File: src/rtl/i2c_crc_pkg.sv
package i2c_crc_pkg;
  typedef enum logic [2:0] {
    ST_IDLE,
    ST_CRC,
    ST_START,
    ST_BIT,
    ST_STOP
  } wr_state_e;

  localparam int unsigned BYTE_W  = 8;
  localparam int unsigned PAY_W   = 3 * BYTE_W;
  localparam logic [7:0]  CRC_POLY = 8'h07;
endpackage

File: src/rtl/i2c_crc_tick.sv
module i2c_crc_tick #(
  parameter int unsigned DIV = 4
) (
  input  logic clk_i,
  input  logic rst_ni,
  input  logic en_i,
  output logic tick_o
);
  localparam int unsigned CW = (DIV > 1) ? $clog2(DIV) : 1;
  localparam logic [CW-1:0] LAST = CW'(DIV - 1);

  logic [CW-1:0] cnt_q;

  always_ff @(posedge clk_i or negedge rst_ni) begin
    if (!rst_ni)          cnt_q <= '0;
    else if (!en_i)       cnt_q <= '0;
    else if (cnt_q == LAST) cnt_q <= '0;
    else                  cnt_q <= cnt_q + 1'b1;
  end

  assign tick_o = en_i && (cnt_q == LAST);
endmodule

File: src/rtl/i2c_crc_crc8.sv
module i2c_crc_crc8 #(
  parameter logic [7:0] POLY = 8'h07
) (
  input  logic       clk_i,
  input  logic       rst_ni,
  input  logic       clr_i,
  input  logic       en_i,
  input  logic       bit_i,
  output logic [7:0] crc_o
);
  logic [7:0] crc_q;
  logic       fb;

  assign fb = crc_q[7] ^ bit_i;

  always_ff @(posedge clk_i or negedge rst_ni) begin
    if (!rst_ni)    crc_q <= '0;
    else if (clr_i) crc_q <= '0;
    else if (en_i)  crc_q <= {crc_q[6:0], 1'b0} ^ (fb ? POLY : 8'h00);
  end

  assign crc_o = crc_q;
endmodule

File: src/rtl/i2c_crc_writer.sv
module i2c_crc_writer
  import i2c_crc_pkg::*;
#(
  parameter int unsigned CLK_DIV          = 4,
  parameter bit          CRC_ADDR_SHIFTED = 1'b1
) (
  input  logic       clk_i,
  input  logic       rst_ni,
  input  logic       start_i,
  input  logic [6:0] tgt_addr_i,
  input  logic [7:0] reg_addr_i,
  input  logic [7:0] data_i,
  output logic       busy_o,
  output logic       done_o,
  output logic       nack_err_o,
  output logic [1:0] nack_idx_o,
  output logic       scl_drive_o,
  output logic       sda_drive_o,
  input  logic       sda_i
);
  localparam int unsigned CCW = $clog2(PAY_W);
  localparam logic [CCW-1:0] CRC_LAST = CCW'(PAY_W - 1);

  wr_state_e         st_q;
  logic [1:0]        q_q;
  logic [3:0]        bit_q;
  logic [1:0]        byte_q;
  logic [2:0][7:0]   frame_q;
  logic [7:0]        tx_q;
  logic [PAY_W-1:0]  msg_q;
  logic [CCW-1:0]    ccnt_q;
  logic              sda_q, done_q, nerr_q;
  logic [1:0]        nidx_q;

  logic              tick, accept;
  logic [7:0]        crc, crc_addr, next_byte;
  logic              in_bit;

  assign accept = (st_q == ST_IDLE) && start_i;
  assign in_bit = (st_q == ST_BIT);

  generate
    if (CRC_ADDR_SHIFTED) begin : g_addr_wire
      assign crc_addr = {tgt_addr_i, 1'b0};
    end else begin : g_addr_raw
      assign crc_addr = {1'b0, tgt_addr_i};
    end
  endgenerate

  i2c_crc_tick #(.DIV(CLK_DIV)) u_tick (
    .clk_i (clk_i),
    .rst_ni(rst_ni),
    .en_i  (st_q == ST_START || st_q == ST_BIT || st_q == ST_STOP),
    .tick_o(tick)
  );

  i2c_crc_crc8 #(.POLY(CRC_POLY)) u_crc (
    .clk_i (clk_i),
    .rst_ni(rst_ni),
    .clr_i (accept),
    .en_i  (st_q == ST_CRC),
    .bit_i (msg_q[PAY_W-1]),
    .crc_o (crc)
  );

  always_comb begin
    case (byte_q)
      2'd0:    next_byte = frame_q[1];
      2'd1:    next_byte = frame_q[2];
      default: next_byte = crc;
    endcase
  end

  always_ff @(posedge clk_i or negedge rst_ni) begin
    if (!rst_ni) begin
      st_q    <= ST_IDLE;
      q_q     <= '0;
      bit_q   <= '0;
      byte_q  <= '0;
      frame_q <= '0;
      tx_q    <= '0;
      msg_q   <= '0;
      ccnt_q  <= '0;
      sda_q   <= 1'b0;
      done_q  <= 1'b0;
      nerr_q  <= 1'b0;
      nidx_q  <= '0;
    end else begin
      done_q <= 1'b0;
      unique case (st_q)
        ST_IDLE: if (start_i) begin
          frame_q <= {data_i, reg_addr_i, {tgt_addr_i, 1'b0}};
          msg_q   <= {crc_addr, reg_addr_i, data_i};
          ccnt_q  <= '0;
          nerr_q  <= 1'b0;
          nidx_q  <= '0;
          st_q    <= ST_CRC;
        end
        ST_CRC: begin
          msg_q  <= {msg_q[PAY_W-2:0], 1'b0};
          ccnt_q <= ccnt_q + 1'b1;
          if (ccnt_q == CRC_LAST) begin
            st_q <= ST_START;
            q_q  <= '0;
          end
        end
        ST_START: if (tick) begin
          q_q <= q_q + 1'b1;
          if (q_q == 2'd0) sda_q <= 1'b1;  // START: SDA falls, SCL high
          if (q_q == 2'd1) begin
            st_q   <= ST_BIT;
            q_q    <= '0;
            bit_q  <= '0;
            byte_q <= '0;
            tx_q   <= frame_q[0];
          end
        end
        ST_BIT: if (tick) begin
          q_q <= q_q + 1'b1;
          // SDA updated after a full quarter of SCL low
          if (q_q == 2'd0) sda_q <= (bit_q == 4'd8) ? 1'b0 : ~tx_q[7];
          if (q_q == 2'd3) begin
            if (bit_q != 4'd8) begin
              tx_q  <= {tx_q[6:0], 1'b0};
              bit_q <= bit_q + 1'b1;
            end else if (sda_i) begin
              nerr_q <= 1'b1;
              nidx_q <= byte_q;
              st_q   <= ST_STOP;
            end else if (byte_q == 2'd3) begin
              st_q <= ST_STOP;
            end else begin
              byte_q <= byte_q + 1'b1;
              bit_q  <= '0;
              tx_q   <= next_byte;
            end
          end
        end
        ST_STOP: if (tick) begin
          q_q <= q_q + 1'b1;
          if (q_q == 2'd0) sda_q <= 1'b1;
          if (q_q == 2'd2) sda_q <= 1'b0;  // STOP: SDA rises, SCL high
          if (q_q == 2'd3) begin
            st_q   <= ST_IDLE;
            done_q <= 1'b1;
          end
        end
        default: st_q <= ST_IDLE;
      endcase
    end
  end

  assign busy_o      = (st_q != ST_IDLE);
  assign done_o      = done_q;
  assign nack_err_o  = nerr_q;
  assign nack_idx_o  = nidx_q;
  assign sda_drive_o = sda_q;
  assign scl_drive_o = (st_q == ST_BIT || st_q == ST_STOP) && !q_q[1];
endmodule

File: config.mk
export PLATFORM = sky130hd
export DESIGN_NAME = i2c_crc_writer
export DESIGN_NICKNAME = d
export VERILOG_FILES = /design/src/rtl/i2c_crc_pkg.sv /design/src/rtl/i2c_crc_tick.sv /design/src/rtl/i2c_crc_crc8.sv /design/src/rtl/i2c_crc_writer.sv
export SDC_FILE = /design/constraint.sdc
export NUM_CORES = 1
export LEC_CHECK = 0
export BUFFER_PORTS_ARGS = -buffer_cell sky130_fd_sc_hd__buf_4
export CORE_ASPECT_RATIO = 2
export CORE_UTILIZATION = 54
export CTS_CLUSTER_SIZE = 28
export DETAILED_ROUTE_END_ITERATION = 12
export PLACE_DENSITY = 0.76
export SYNTH_ARGS = -nofsm -noshare
export SYNTH_HDL_FRONTEND = slang
export SYNTH_SLANG_ARGS = --single-unit
File: constraint.sdc
create_clock -name clk_i -period 1.65 [get_ports clk_i]
set_input_delay 0.4125 -clock clk_i [delete_from_list [all_inputs] [get_ports clk_i]]
set_output_delay 0.4125 -clock clk_i [all_outputs]
set_load 0.05 [all_outputs]
### Yosys cells after proc, flatten, opt, wreduce, memory -nomap -nowiden

Index checks and enable logic that the tools add are counted.

* muxes and demuxes: 74
* $add $sub $neg: 5
* bitwise operators: 3
* magnitude comparators: 0
* multiply operators: 0
* div/mod/pow operators: 0
* shift-type cells: 0
* reductions and logical operators: 26
* eq/ne operators: 30

Operators with widths (number)
* 2-to-1 mux 8 bit: 9
* case mux 24 bit (2 select lines): 1
* 2-to-1 mux 2 bit: 18
* 2-to-1 mux 3 bit: 12
* case mux 8 bit (2 select lines): 2
* 2-to-1 mux 4 bit: 7
* 2-to-1 mux 24 bit: 1
* inequality test 2 bit (second input constant): 10
* 2-to-1 mux 1 bit: 15
* case mux 3 bit (5 select lines): 1
* case mux 5 bit (2 select lines): 1
* AND reduction 10 bit: 1
* nonzero test 3 bit: 3
* equality test 2 bit (second input constant): 4
* inequality test 2 x 1 -> 1 bit (second input constant): 4
* case mux 2 bit (2 select lines): 2
* case mux 4 bit (2 select lines): 1
* AND reduction 8 bit: 1
* nonzero test 2 bit: 4
* bitwise XOR 8 bit: 1
* AND reduction 7 bit: 1
* adder 2 x 1 -> 2 bit (second input constant): 3
* equality test 3 x 2 -> 1 bit (second input constant): 2
* inequality test 3 x 2 -> 1 bit (second input constant): 2
* 25 further kinds: 32

* latch bits: 0
* logic and storage cells: 154
* flip-flop bits (word level): 86
* output and inout port bits: 7
* input port bits: 27
* memories kept: 0
* memory bits (read-only): 0
* RAM bits: 0

### Logic depth before layout (Yosys ltp)

* depth after elaboration: 8
* gate-level depth with buffers: 7
* gate-level depth less buffers: 6

### Hierarchy

Synthesis repeated with hierarchy kept, for this count alone.

* cells, all modules: 448
* area, all modules: 4292.9 µm²

By module, submodules not included
* i2c_crc_writer: instances 1, area an instance 3831.2 µm², cells each 410, seq. area each 1901.8 µm²
* i2c_crc_crc8: instances 1, area an instance 372.9 µm², cells each 32, seq. area each 200.2 µm²
* i2c_crc_tick: instances 1, area an instance 88.8 µm², cells each 6, seq. area each 50.0 µm²

### Worst setup path after synthesis

No wires, ideal clock.

* kind: flip-flop to output port
* from: register st_q[1]
* to: output port scl_drive_o
* path slack: -0.502 ns
* data required time: 1.237 ns
* stages on the path, launching flop included: 5
* data arrival time: 1.739 ns
* path buffers: 2
* cells stage by stage: dfrtp_1 > buf_4 > nand3b_1 > buf_2 > a21oi_1

* cells in the longest elaborated chain, start to end: 3
* elaborated cells between the ends (all ways): 4
* classes of those cells: eq/ne: 2; reduce/logical: 2

Ends and longest elaborated chain
* start, declared: RTL line i2c_crc_writer.sv:24 `wr_state_e st_q;`
* start signal, assigned: RTL line i2c_crc_writer.sv:76 `st_q <= ST_IDLE;`
* start signal, assigned: RTL line i2c_crc_writer.sv:97 `st_q <= ST_CRC;`
* start signal, assigned: RTL line i2c_crc_writer.sv:103 `st_q <= ST_START;`
* equality test 3 x 2 -> 1 bit / equality test 3 bit (equally long branches): RTL line i2c_crc_writer.sv:158 `assign scl_drive_o = (st_q == ST_BIT || st_q == ST_STOP) && !q_q[1];`
* logical OR 1 bit *: RTL line i2c_crc_writer.sv:158
* logical AND 1 bit *: RTL line i2c_crc_writer.sv:158
* end, declared: RTL line i2c_crc_writer.sv:17 `output logic scl_drive_o,`

Every way passes the cells marked *; elsewhere a longest branch is shown, timed or not.

### Worst setup path after layout

Same ends and word-level chain as after synthesis.

==> results.toml <==
[clock_tree]
cts_buffers = 9
clkTransAtPathRegs_ns = 0.06
postCtsHoldBufs = 0
cts_tree = "yes"
clockRootBuffer = "clkbuf_16"
cts.sinks = 86
h-tree-depth = 3
clock_latency_ns = 0.34
clock_path_buffers = 2

[layout]
design_area_um2 = 5700
nFillCells = 466
layout-drive-gt1-share_pct = 36.0
final_nets = 580
utilization_pct = 77.9
diodes = 0
multi_input_area_um2 = 2090
regArea_um2 = 2160
areaGrowthSynthToFinish_pct = 37.6

[timing]
setup_slack_ns = -0.180
setup_viol = 28
finClkSkew_ns = 0.00566
rsz0062_at_grt = "true"
fmax_ghz = 0.547
whs_ns = 0.00889
period_share_pct = 111
fin_setup_tns_ns = -1.31
hold_viol = 0
slew_headroom_pct = 68.8
slew_violations = 0
period_needed_ns = 1.83
worst_pin_slew_ns = 0.466

[critical_path]
crit_type = "register to primary output"
reg2reg_depth = 6
cp-start-kind = "register"
cp-end-kind = "primary output"
critPathArrivalTime_ns = 1.42
cp.required_ns = 1.24
crit_fanout = 4

[drt]
dr.pass1.iters = 5
vias_per_cell = 5.88
wl_met2_um = 6530
wl_met3_um = 447
route.top_layer_used = "met4"
post_drt_wl_per_cell_um = 18.8
wl_met1_um = 4160
num_vias = 3741
drt_iter0_drc = 272
drtAntennaViolNets = 0
finalWirelength_um = 12000
drcViolationCount = 0

[logic_synthesis]
netlist_area_um2 = 4140
synth_flop_cell = "dfrtp_1"
synth_largest_area_cell = "dfrtp_1"
synth_top_cell_area_share_pct = 52.0
synth_warnings = 0
ys_seq_area_share_pct = 52.0
syn_inst = 448
synth_edf_count = 0
yosys-top-cells-area = "dfrtp_1 52%, nand2_1 14%, o21ai_0 3.7%, ha_1 3.3%, mux2_2 3.0%"
synth_most_common_cell = "nand2_1"
synth_nets = 486
avgSynthCellArea_um2 = 9.24
synthDistinctLibCells = 45
ys_ff_latch = 86
synthArstFlopShare_pct = 100
synth_commonest_cells = "155 x nand2_1, 86 x dfrtp_1, 31 x o21ai_0"

[grt]
antenna_found_initial = 0
grt_usage_pct = 28.8
grt_start_max_net_pins = 33
grt_pass1_wl_um = 17600
grt_pass1_vias = 3788
grt_overflow = 0

[power_and_ir_drop]
p_leak_nw = 2.80
vdd_ir_drop_max_uv = 1210
power.density_nw_per_um2 = 1550

[hold_path]
hold_class = "primary input to async pin"

[place]
dp_hpwl_um = 7440
place_ws_ns = -0.168
place_congestion = 0.901
numPortBuffers = 33
dpl_cell_area_um2 = 4830

[run_status]
run_status = "finished, violations left"
violations = "negative setup slack"

[floorplanning]
fp.dieArea_um2 = 8040
fp.dieH_um = 126
chipWidth_um = 63.9
core_area_um2 = 7320
ios = 34
initial_utilization_pct = 56.6
std_cell_rows = 44

[job]
cap_violations = 0
sequential cells by signal (all words and copies together), names as in the netlist:
signal and count:
bit_q 4, byte_q 2, ccnt_q 5, done_o 1
frame_q 23, msg_q 24, nack_err_o 1, nack_idx_o 2
q_q 2, sda_drive_o 1, st_q 3, tx_q 8
u_crc.crc_o 8, u_tick.cnt_q 2
layer usage:
layer	vias to the layer above	global-route usage [%]
li1	1696	-
met1	1825	30.2
met2	158	52.1
met3	62	5.07
met4	0	17.2
met5	-	0
critical path: stages, from the launching register on:
cell	delay, ns
dfrtp_2	0.47
nor2_4	0.17
nand2_2	0.09
a21oi_4	0.17
buf_6	0.17
layout make-up:
type | count | area share [%]
flip-flops and latches | 86 | 37.8
multi-input cells | 328 | 36.7
repair buffers | 108 | 17.9
clock buffers | 11 | 4.26
well taps | 92 | 2.02
inverters | 9 | 0.637
clock inverters | 2 | 0.615
power by group:
group	internal [mW]	total, mW	switching (mW)
logic	1.64	3.47	1.83
clock network	1.19	1.97	0.783
registers	2.84	3.42	0.586
total	5.66	8.86	3.20
cells in the final DEF, fill, tap and decap left out, drive strengths merged, types with 2 or more instances in the layout:
cell type / count
a31oi: 3
and3b: 3
mux2: 14
a21oi: 6
inv: 9
buf: 103
nand2b: 2
dfrtp: 86
xnor2: 3
nand3b: 3
mux2i: 3
ha: 11
nand3: 19
nor2b: 2
nor3: 5
nand2: 155
a211oi: 9
o21ai: 34
xor2: 3
clkbuf: 16
nor3b: 4
a22o: 8
nor2: 17
a22oi: 11
path summary, 6_finish.rpt:
path | endpoint | from | slack [ns]
setup reg to reg | nack_idx_o[0] | st_q[1] | -0.10
hold reg to reg | u_tick.cnt_q[0] | u_tick.cnt_q[0] | 0.44
hold / removal | ccnt_q[2] | rst_ni | 0.009
max in group asynchronous | byte_q[0] | rst_ni | 1.10
setup / recovery | scl_drive_o | st_q[1] | -0.18
min in group clk_i | frame_q[15] | reg_addr_i[7] | 0.27
metrics by stage:
| stage | total power, mW | cells |
|---|---|---|
| floorplan | 4.93 | 448 |
| global placement | 5.81 | 597 |
| detailed placement | 5.94 | 597 |
| CTS | 8.02 | 619 |
| global route | 9.31 | 636 |
| finish | 8.86 | 636 |
cells by family after synthesis:
group | Yosys count | synth area share, %
flops | 86 | 52.0
xor+xnor | 6 | 1.27
buf+inv | 34 | 3.75
simple gates | 215 | 22.8
fa+ha+maj | 11 | 3.32
mux | 17 | 4.53
compound gates | 79 | 12.4
repair_timing:
| item | in CTS | in global routing |
|---|---|---|
| cloned | 2 | 6 |
| setup endpoints to repair | 22 | 52 |
| gates resized for setup | 33 | 65 |
| pin swaps | 8 | 19 |
| buffers inserted | 7 | 11 |
Note: power is estimated with default switching activity, not from simulation.
